**src/rtl/seg_map_pkg.sv**
```systemverilog
package seg_map_pkg;
  typedef enum logic [1:0] {
    ACC_READ  = 2'b00,
    ACC_WRITE = 2'b01,
    ACC_EXEC  = 2'b10,
    ACC_RSVD  = 2'b11
  } acc_e;
endpackage

```
**src/rtl/seg_enable_dec.sv**
```systemverilog
module seg_enable_dec #(
  parameter int CFG_W  = 32,
  parameter int EN_LSB = 2,
  parameter int EN_MSB = 3
) (
  input  logic [CFG_W-1:0] cfg_global,
  output logic             xlat_on
);
  logic unused_cfg_bits;

  assign xlat_on = |cfg_global[EN_MSB:EN_LSB];

  generate
    if (EN_LSB > 0 && EN_MSB < CFG_W-1) begin : g_both
      assign unused_cfg_bits = ^{cfg_global[CFG_W-1:EN_MSB+1], cfg_global[EN_LSB-1:0]};
    end else if (EN_LSB > 0) begin : g_low
      assign unused_cfg_bits = ^cfg_global[EN_LSB-1:0];
    end else if (EN_MSB < CFG_W-1) begin : g_high
      assign unused_cfg_bits = ^cfg_global[CFG_W-1:EN_MSB+1];
    end else begin : g_none
      assign unused_cfg_bits = 1'b0;
    end
  endgenerate
endmodule

```
**src/rtl/seg_base_sel.sv**
```systemverilog
module seg_base_sel #(
  parameter int SEG_W = 4,
  parameter int NIB_W = 4,
  parameter int REG_W = 32
) (
  input  logic [SEG_W-1:0] seg_idx,
  input  logic [REG_W-1:0] base_lo,
  input  logic [REG_W-1:0] base_hi,
  output logic [NIB_W-1:0] base_nib
);
  localparam int HALF = (2**SEG_W) / 2;
  localparam int SUB_W = SEG_W - 1;

  logic [NIB_W-1:0] nib_lo [HALF];
  logic [NIB_W-1:0] nib_hi [HALF];
  logic [SUB_W-1:0] sub_idx;
  logic             upper_half;

  generate
    for (genvar i = 0; i < HALF; i++) begin : g_unpack
      assign nib_lo[i] = base_lo[i*NIB_W +: NIB_W];
      assign nib_hi[i] = base_hi[i*NIB_W +: NIB_W];
    end
  endgenerate

  assign upper_half = seg_idx[SEG_W-1];
  assign sub_idx    = seg_idx[SUB_W-1:0];

  always_comb begin
    if (upper_half) base_nib = nib_hi[sub_idx];
    else            base_nib = nib_lo[sub_idx];
  end
endmodule

```
**src/rtl/seg_route.sv**
```systemverilog
module seg_route
  import seg_map_pkg::*;
#(
  parameter int ADDR_W = 32,
  parameter int SEG_W  = 4
) (
  input  logic [ADDR_W-1:0]     vaddr,
  input  acc_e                  acc,
  input  logic                  user_mode,
  input  logic                  xlat_on,
  input  logic [2**SEG_W-1:0]   seg_en,
  input  logic [SEG_W-1:0]      base_nib,
  output logic [ADDR_W-1:0]     phys_addr,
  output logic                  full_perm,
  output logic                  use_tlb,
  output logic                  tlb_insn
);
  localparam int OFF_W = ADDR_W - SEG_W;

  logic [SEG_W-1:0] seg_idx;
  logic             seg_mapped;

  assign seg_idx    = vaddr[ADDR_W-1:OFF_W];
  assign seg_mapped = xlat_on && !user_mode && seg_en[seg_idx];

  always_comb begin
    phys_addr = '0;
    full_perm = 1'b0;
    use_tlb   = 1'b0;
    tlb_insn  = 1'b0;
    if (!xlat_on) begin
      phys_addr = vaddr;
      full_perm = 1'b1;
    end else if (seg_mapped) begin
      phys_addr = {base_nib, vaddr[OFF_W-1:0]};
      full_perm = 1'b1;
    end else begin
      use_tlb  = 1'b1;
      tlb_insn = (acc == ACC_EXEC);
    end
  end

  always_comb begin
    if (xlat_on && user_mode)
      AST_USER_NEVER_SEG: assert (use_tlb);
    if (use_tlb)
      AST_TLB_ZERO_ADDR: assert (phys_addr == '0);
  end
endmodule

```
**src/rtl/seg_addr_mapper.sv**
```systemverilog
module seg_addr_mapper
  import seg_map_pkg::*;
#(
  parameter int ADDR_W = 32,
  parameter int CFG_W  = 32,
  parameter int SEG_W  = 4
) (
  input  logic [ADDR_W-1:0] vaddr,
  input  logic [1:0]        acc_type,
  input  logic              user_mode,
  input  logic [CFG_W-1:0]  cfg_global,
  input  logic [CFG_W-1:0]  cfg_seg_en,
  input  logic [CFG_W-1:0]  seg_base_lo,
  input  logic [CFG_W-1:0]  seg_base_hi,
  output logic [ADDR_W-1:0] phys_addr,
  output logic              full_perm,
  output logic              use_tlb,
  output logic              tlb_insn
);
  localparam int NUM_SEG = 2**SEG_W;
  localparam int OFF_W   = ADDR_W - SEG_W;

  logic             xlat_on;
  logic [SEG_W-1:0] base_nib;
  logic             unused_seg_en_hi;
  acc_e             acc;

  assign acc              = acc_e'(acc_type);
  assign unused_seg_en_hi = ^cfg_seg_en[CFG_W-1:NUM_SEG];

  seg_enable_dec #(.CFG_W(CFG_W), .EN_LSB(2), .EN_MSB(3)) u_en (
    .cfg_global (cfg_global),
    .xlat_on    (xlat_on)
  );

  seg_base_sel #(.SEG_W(SEG_W), .NIB_W(SEG_W), .REG_W(CFG_W)) u_base (
    .seg_idx  (vaddr[ADDR_W-1:OFF_W]),
    .base_lo  (seg_base_lo),
    .base_hi  (seg_base_hi),
    .base_nib (base_nib)
  );

  seg_route #(.ADDR_W(ADDR_W), .SEG_W(SEG_W)) u_route (
    .vaddr     (vaddr),
    .acc       (acc),
    .user_mode (user_mode),
    .xlat_on   (xlat_on),
    .seg_en    (cfg_seg_en[NUM_SEG-1:0]),
    .base_nib  (base_nib),
    .phys_addr (phys_addr),
    .full_perm (full_perm),
    .use_tlb   (use_tlb),
    .tlb_insn  (tlb_insn)
  );

  always_comb begin
    if (cfg_global[3:2] == 2'b00)
      AST_PASS_THROUGH: assert (phys_addr == vaddr && full_perm && !use_tlb);
    AST_ONE_OUTCOME: assert (full_perm != use_tlb);
    if (tlb_insn)
      AST_INSN_SIDE: assert (use_tlb && acc_type == 2'b10);
    if (full_perm)
      AST_LOW_BITS_KEPT: assert (phys_addr[OFF_W-1:0] == vaddr[OFF_W-1:0]);
  end
endmodule

```
**config.mk**
```make
export PLATFORM = sky130hd
export DESIGN_NAME = seg_addr_mapper
export DESIGN_NICKNAME = d
export VERILOG_FILES = /design/src/rtl/seg_map_pkg.sv /design/src/rtl/seg_enable_dec.sv /design/src/rtl/seg_base_sel.sv /design/src/rtl/seg_route.sv /design/src/rtl/seg_addr_mapper.sv
export SDC_FILE = /design/constraint.sdc
export NUM_CORES = 1
export LEC_CHECK = 0
export BUFFER_PORTS_ARGS = -buffer_cell sky130_fd_sc_hd__buf_2
export CAP_MARGIN = 15
export CORE_AREA = 2 2 76 78
export DETAILED_ROUTE_END_ITERATION = 7
export DIE_AREA = 0 0 78 80
export GPL_TIMING_DRIVEN = 0
export PLACE_DENSITY = 0.6
export SKIP_LAST_GASP = 1
export SLEW_MARGIN = 20
export SYNTH_ARGS = -nofsm -noshare
export SYNTH_HDL_FRONTEND = slang
export SYNTH_SLANG_ARGS = --single-unit
export TNS_END_PERCENT = 20
```
**constraint.sdc**
```tcl
create_clock -name vclk -period 3.9
set_input_delay 0.975 -clock vclk [all_inputs]
set_output_delay 0.975 -clock vclk [all_outputs]
set_load 0.005 [all_outputs]
```
; ---- After elaboration in Yosys (flattened, before gate mapping)
; Index checks and enable logic that the tools add are counted.
[totals]
input_bits = 163
ff_bits = 0
out_inout_bits = 35
wordCells = 25
[op_classes]
magnitude_cmp = 2
n_eq_ne = 1
muxes = 17
reduce_logical = 4
n_bitwise = 1
[op_table]
columns = op, n
row1 = 2-to-1 mux 32 bit, 2
row2 = binary-select mux 4 bit (select 3 bit), 2
row3 = 2-to-1 mux 4 bit, 5
row4 = 2-to-1 mux 1 bit, 7
row5 = < comparator 4 x 5 -> 1 bit (second input constant), 1
row6 = binary-select mux 1 bit (select 4 bit), 1
row7 = greater-or-equal comparator 4 bit (second input constant), 1
row8 = inverter 3 -> 4 bit, 1
row9 = equality test 2 bit (second input constant), 1
row10 = logical AND 1 bit, 2
row11 = OR reduction 2 bit, 1
row12 = logical NOT 1 bit, 1

; ---- Logic depth before layout (Yosys ltp)
; Gate-level depths: netlist of the first run.
[logic_depth]
ltp_word = 7
mapped_depth = 7
depth_no_buf = 5

; ---- By module
; Synthesis of the first run repeated with hierarchy kept, for this count alone.
[unflattened]
cells_unflattened = 145
hier_area_um2 = 1253.7
[by_module_without_submodules]
columns = mod, instances, area_each_um2, cells_each, seq_area_each_um2
row1 = seg_route, 1, 693.2, 105, 0.0
row2 = seg_base_sel, 1, 554.3, 39, 0.0
row3 = seg_enable_dec, 1, 6.3, 1, 0.0

; ---- Worst setup path before layout of the first run
; No wires, ideal clock.
[synth_timing]
path_kind = in2out
startpoint = in vaddr[28]
endpoint = out phys_addr[30]
arrival_time_ps = 2614
t_required_ps = 2925
n_path_buf = 3
path_slack_ps = 311
cell_stages = 7
cell_sequence = buf_6 > buf_2 > buf_2 > mux4_2 > a22oi_1 > nand3_1 > a31o_2
[synth_between]
elab_chain_len = 7
word_cells_on_any_way = 13
classes_between = mux (11) / bitwise (1) / reduce/logical (1)
[synth_rtl]
columns = item, line_no
row1 = start: declaration, seg_addr_mapper.sv:8  ; input logic [ADDR_W-1:0] vaddr,
row2 = inverter 3 -> 4 bit (not written as such), "seg_base_sel.sv:30, seg_base_sel.sv:31"
row3 = binary-select mux 4 bit (select 3 bit) (on tied branches), "seg_base_sel.sv:31, seg_base_sel.sv:30"
row4 = 2-to-1 mux 4 bit (on tied branches) (2 in a row), "seg_base_sel.sv:31, seg_base_sel.sv:30"
row5 = 2-to-1 mux 4 bit, seg_base_sel.sv:30  ; if (upper_half) base_nib = nib_hi[sub_idx];
row6 = 2-to-1 mux 32 bit *, seg_route.sv:34  ; end else if (seg_mapped) begin
row7 = 2-to-1 mux 32 bit *, seg_route.sv:31  ; if (!xlat_on) begin
row8 = end: declaration, seg_addr_mapper.sv:15  ; output logic [ADDR_W-1:0] phys_addr,
; Mark *: on every way between the ends. The rest lies on a longest branch, timed or not. The select of a mux whose other input is x is not followed.

; ---- Worst setup path after layout of the first run
; Ends and elaborated chain as after synthesis.

==> results by group, run 1 <==
Floorplanning
  • Rows: 27
  • Die H: 80 µm
  • DIE AREA: 6240 µm²
  • Width of the die: 78 µm
  • Std-Cell Core Area: 5410 µm²
  • Initial Util: 17.8%
  • IO Pins: 198

STA
  • RSZ-0062 raised after global routing: no
  • Crit share post-route: 96.1%
  • # setup viols final: 0
  • Least-Margin Pin Slew: 439 ps
  • Setup_tns: 0 ps
  • Final Critical Period: 3750 ps
  • Worst hold slack: 2190 ps
  • Max-Slew Margin vs Limit: 70.7%
  • Max Clk Rate: 267 MHz
  • Final Hold Viols: 0
  • Final Slew Violations: 0

Synthesis
  • Syn_nets: 270
  • Mapped Avg Cell Area: 8.99 µm²
  • Largest area contributor in the netlist: mux4_2
  • Cell count after synthesis: 107
  • Synth top cells by count: 32 x and2_1, 17 x mux4_2, 9 x nand3_1, 6 x buf_2, 6 x mux2i_1
  • Synth cell types: 24
  • Syn Std Cell Area: 962 µm²
  • Most common cell in the netlist: and2_1
  • Post-synthesis sequential area ratio: 0%
  • Main area contributors after synthesis: mux4_2 40%, and2_1 21%, mux2i_1 6.2%, nand3_1 4.7%, a31o_2 3.6%
  • Yosys warnings: 0
  • Synth top area share: 39.8%

Critical path
  • Worst-path cell chain: buf_6, clkbuf_4, buf_4, mux4_2, a22oi_1, nand3_1, a31o_2, buf_2
  • Kind of cell adding the most delay to the critical path: buffers and inverters
  • Critical path startpoint category: input port
  • Slowest cell on crit path: mux4_2
  • Crit path from: vaddr[28]
  • CP max FO: 10
  • Required @ worst endpoint: 2920 ps
  • Nature of the critical path endpoint: output port
  • Buffer and inverter count on the worst path: 4
  • Crit. path cell count: 8
  • Crit-path max cell delay: 520 ps
  • Setup Crit Path Kind: in2out
  • CP arrival: 2770 ps

Placement
  • # port buffers: 148
  • Post-DP HPWL: 3590 µm
  • GPL Wtd Cong: 0.709

Finish
  • Share of cells above drive strength 1: 71.3%
  • Fillers: 579
  • Synth-to-layout area growth: 86.5%
  • Register area: 0 µm²
  • Seq_cells: 0
  • Post-layout net count: 419
  • Layout clock buffers: 0
  • Area taken by multi-input logic gates: 891 µm²
  • Antenna diodes: 0

Hold path
  • Hold_sp: acc_type[0]
  • Hold Crit Depth: 3
  • Worst Hold End: tlb_insn
  • Hold Path Class: in2out

Route
  • Initial DRC Count: 32
  • Vias post-DR: 1423
  • Top layer in use: met4
  • Metal2 WL: 2030 µm
  • DR WL met3: 474 µm
  • Wire length per cell: 12.0 µm
  • Detailed-route vias per instance: 4.37
  • WL met1: 1400 µm
  • DR pass1 iterations: 4
  • Drt drc: 0
  • Total Wirelength: 3920 µm
  • Remaining antenna violation count after routing: 0

Global route
  • First-pass GRT wire length: 5900 µm
  • Vias in the first global route: 1359
  • Remaining Overflow, GRT: 0
  • Largest net degree at the start of global routing: 20
  • GRT Total Usage: 11.3%
  • Initial antenna violation count: 0

Pwr
  • Final Power: 0.000197 W
  • PD cells: 110 nW/µm²
  • LEAKAGE: 0.980 nW
  • Peak supply drop: 0.0377 mV

Run status
  • Outcome: completed

Clock network
  • Post-CTS Setup Inserts: 0

Run
  • Max-cap viol count: 0
[cell usage in the layout, fill, tap and decap left out]
cell / count
buf_2: 152
and2_1: 32
mux4_2: 17
nand3_1: 9
mux2i_1: 6
nand2_1: 5
a22oi_1: 4
a31o_2: 4
nor2b_1: 3
nor2_1: 3
or2_2: 2
buf_6: 2
clkbuf_1: 2
clkbuf_4: 1
buf_4: 1
buf_1: 1
nand3b_1: 1
o2111a_1: 1
nand2b_1: 1
o22ai_1: 1
nor3b_1: 1
nor3_1: 1
o31a_1: 1
or3_4: 1
nor3b_2: 1
inv_1: 1
[where the power goes]
group,switching (W),internal [W]
clock,0,0
sequential,0,0
combinational,0.0000754,0.000122
total,0.0000754,0.000122
[worst max path at each step]
stage / to
finish: phys_addr[30]
global route: phys_addr[30]
CTS: phys_addr[30]
detailed placement: phys_addr[30]
global placement: phys_addr[30]
floorplan: phys_addr[30]
[through the flow]
| step | utilization (%) | cells | worst slack, ps | area [µm²] |
|---|---|---|---|---|
| floorplan | - | 107 | 311 | 962 |
| global placement | 33.2 | 327 | -83.1 | 1790 |
| detailed placement | 33.2 | 327 | -95.2 | 1790 |
| CTS | 33.1 | 326 | 25.0 | 1790 |
| global route | 33.2 | 326 | 7.43 | 1790 |
| finish | 33.2 | 326 | 154 | 1790 |
[area by class of cell]
cell class                      instances  share of cell area (%)
Buffer                                 11                    3.84
Tap cell                               72                    5.02
Multi-Input combinational cell         94                    49.7
Inverter                                1                   0.209
Timing Repair Buffer                  148                    41.3
[cell families after synthesis]
logic type             synth area share (%)
AO/OA/AOI/OAI                          9.49
multiplexers                           46.0
AND/OR/NAND/NOR                        37.1
buffers and inverters                  7.41
[timing repair]
action                     CTS  global route
setup endpoints to repair    1             1
pin swaps                    0             0
gates resized for setup      1             1
hold buffers                 0             0
[metal layers]
metal,track usage (%),vias to the layer above
li1,-,698
met1,12.7,616
met2,23.6,107
met3,1.47,2
met4,0.351,0
met5,0,-
Note: power is estimated with default switching activity, not from simulation.
==> run 2, diff against run 1 <==
CELL_PAD_IN_SITES_DETAIL_PLACEMENT = 0   (was unset)
CELL_PAD_IN_SITES_GLOBAL_PLACEMENT = 1   (was unset)
CORE_AREA = unset   (was 2 2 76 78)
CORE_UTILIZATION = 14   (was unset)
DIE_AREA = unset   (was 0 0 78 80)
PLACE_DENSITY = 0.81   (was 0.6)
==> run 2 against run 1 <==
Sequential cell count unchanged. Fmax barely moved. Power is 1.3% higher. Largest cell class unchanged. Highest routed layer unchanged. Routed wire length increased by 3.4%. Critical endpoint is now phys_addr[7]. The flow now finishes with violations (DRC). Global-route usage fell by 0.72 points. Worst hold slack gained 7.4 ps. Die area is 16% higher. Sequential share of layout area did not move. First-iteration DRC count is 81% higher.
==> results by group, run 2 (synthesis results as in run 1) <==
Run status
  • Outcome: finished with violations
  • Failing checks: DRC

Pwr
  • Final Power: 0.000200 W
  • PD cells: 110 nW/µm²
  • P_int: 0.000122 W
  • Clock Power Share: 0%
  • Seq pwr share: 0%
  • Peak supply drop: 0.0296 mV
  • LEAKAGE: 0.984 nW
  • P_sw: 0.0000774 W
  • Net Sw Frac: 38.8%
  • Logic pwr share: 100.0%

Floorplanning
  • Width of the die: 84.9 µm
  • DIE AREA: 7210 µm²
  • IO Pins: 198
  • Initial Util: 14.8%
  • Std-Cell Core Area: 6490 µm²
  • Rows: 29
  • Die H: 84.9 µm

STA
  • Final Critical Period: 3750 ps
  • Crit share post-route: 96.1%
  • Final Hold Viols: 0
  • Max Clk Rate: 267 MHz
  • Max-Slew Margin vs Limit: 71.5%
  • Final Slew Violations: 0
  • RSZ-0062 raised after global routing: no
  • # setup viols final: 0
  • Least-Margin Pin Slew: 427 ps

Route
  • Total Wirelength: 4050 µm
  • Detailed-route vias per instance: 4.33
  • DR pass1 iterations: 8
  • Drt drc: 14
  • Remaining antenna violation count after routing: 0
  • Wire length per cell: 12.2 µm
  • Initial DRC Count: 58
  • Vias post-DR: 1432

Critical path
  • CP max FO: 19
  • Required @ worst endpoint: 2920 ps
  • Critical path startpoint category: input port
  • CP arrival: 2770 ps
  • Setup Crit Path Kind: in2out
  • Nature of the critical path endpoint: output port

Global route
  • First-pass GRT wire length: 6260 µm
  • Vias in the first global route: 1403
  • Largest net degree at the start of global routing: 20
  • GRT Total Usage: 10.6%
  • Remaining Overflow, GRT: 0
  • Initial antenna violation count: 0

Placement
  • GPL Wtd Cong: 0.719
  • Post-placement cell area: 1800 µm²
  • Post-DP HPWL: 3720 µm
  • # port buffers: 148

Finish
  • Layout clock buffers: 0
  • Register area: 0 µm²
  • Share of cells above drive strength 1: 71.7%
  • Seq_cells: 0
  • Antenna diodes: 0
  • Most frequent cells in the layout: 152 x buf_2, 32 x and2_1, 17 x mux4_2
  • Finished Core Util: 27.8%
  • Synth-to-layout area growth: 87.6%
  • Commonest non-fill, non-tap cell in the layout: buf_2
  • Post-layout net count: 419
  • Design Area, Final: 1810 µm²

Clock network
  • Post-CTS Setup Inserts: 0
  • Post-CTS Resized: 1
  • Cts hold-fix bufs: 0

Hold path
  • Hold Crit Depth: 3
  • Hold Path Class: in2out

Run
  • Max-cap viol count: 0
## run 2: through the flow
step,hold slack [ps],cells,TNS [ps],worst slack (ps)
finish,2200,331,0,150
global route,2210,331,0,12.2
CTS,2200,331,0,10.8
detailed placement,2200,332,-105,-105
global placement,2200,332,-95.6,-95.6
floorplan,1970,107,0,311
## run 2: power groups by stage
stage	Clock, W	Combinational (W)	Sequential [W]
floorplan	0	0.000103	0
detailed placement	0	0.000202	0
global route	0	0.000221	0
finish	0	0.000200	0
global placement	0	0.000199	0
CTS	0	0.000203	0
## run 2: cell type report
type,count,area (µm²)
tap,77,96.3
multi-input combinational,94,891
buffer,11,73.8
fill,702,4690
timing repair buffer,148,741
inverter,1,3.75
## run 2: critical path, stage by stage
cell and delay [ps]:
buf_2 150, buf_2 390, nor3b_1 110, o31a_1 320, or3_4 370, buf_2 170, and2_1 160, buf_2 120
## run 2: final timing paths
path | startpoint | to
max | vaddr[30] | phys_addr[7]
min | acc_type[0] | tlb_insn
## run 2: routing by layer
| metal | share of wire, % | global-route usage (%) | wire length (µm) |
|---|---|---|---|
| met5 | 0 | 0 | 0 |
| met4 | 0.37 | 0.462 | 15 |
| met3 | 11 | 0.778 | 448 |
| met2 | 51 | 21.7 | 2050 |
| met1 | 38 | 12.6 | 1540 |
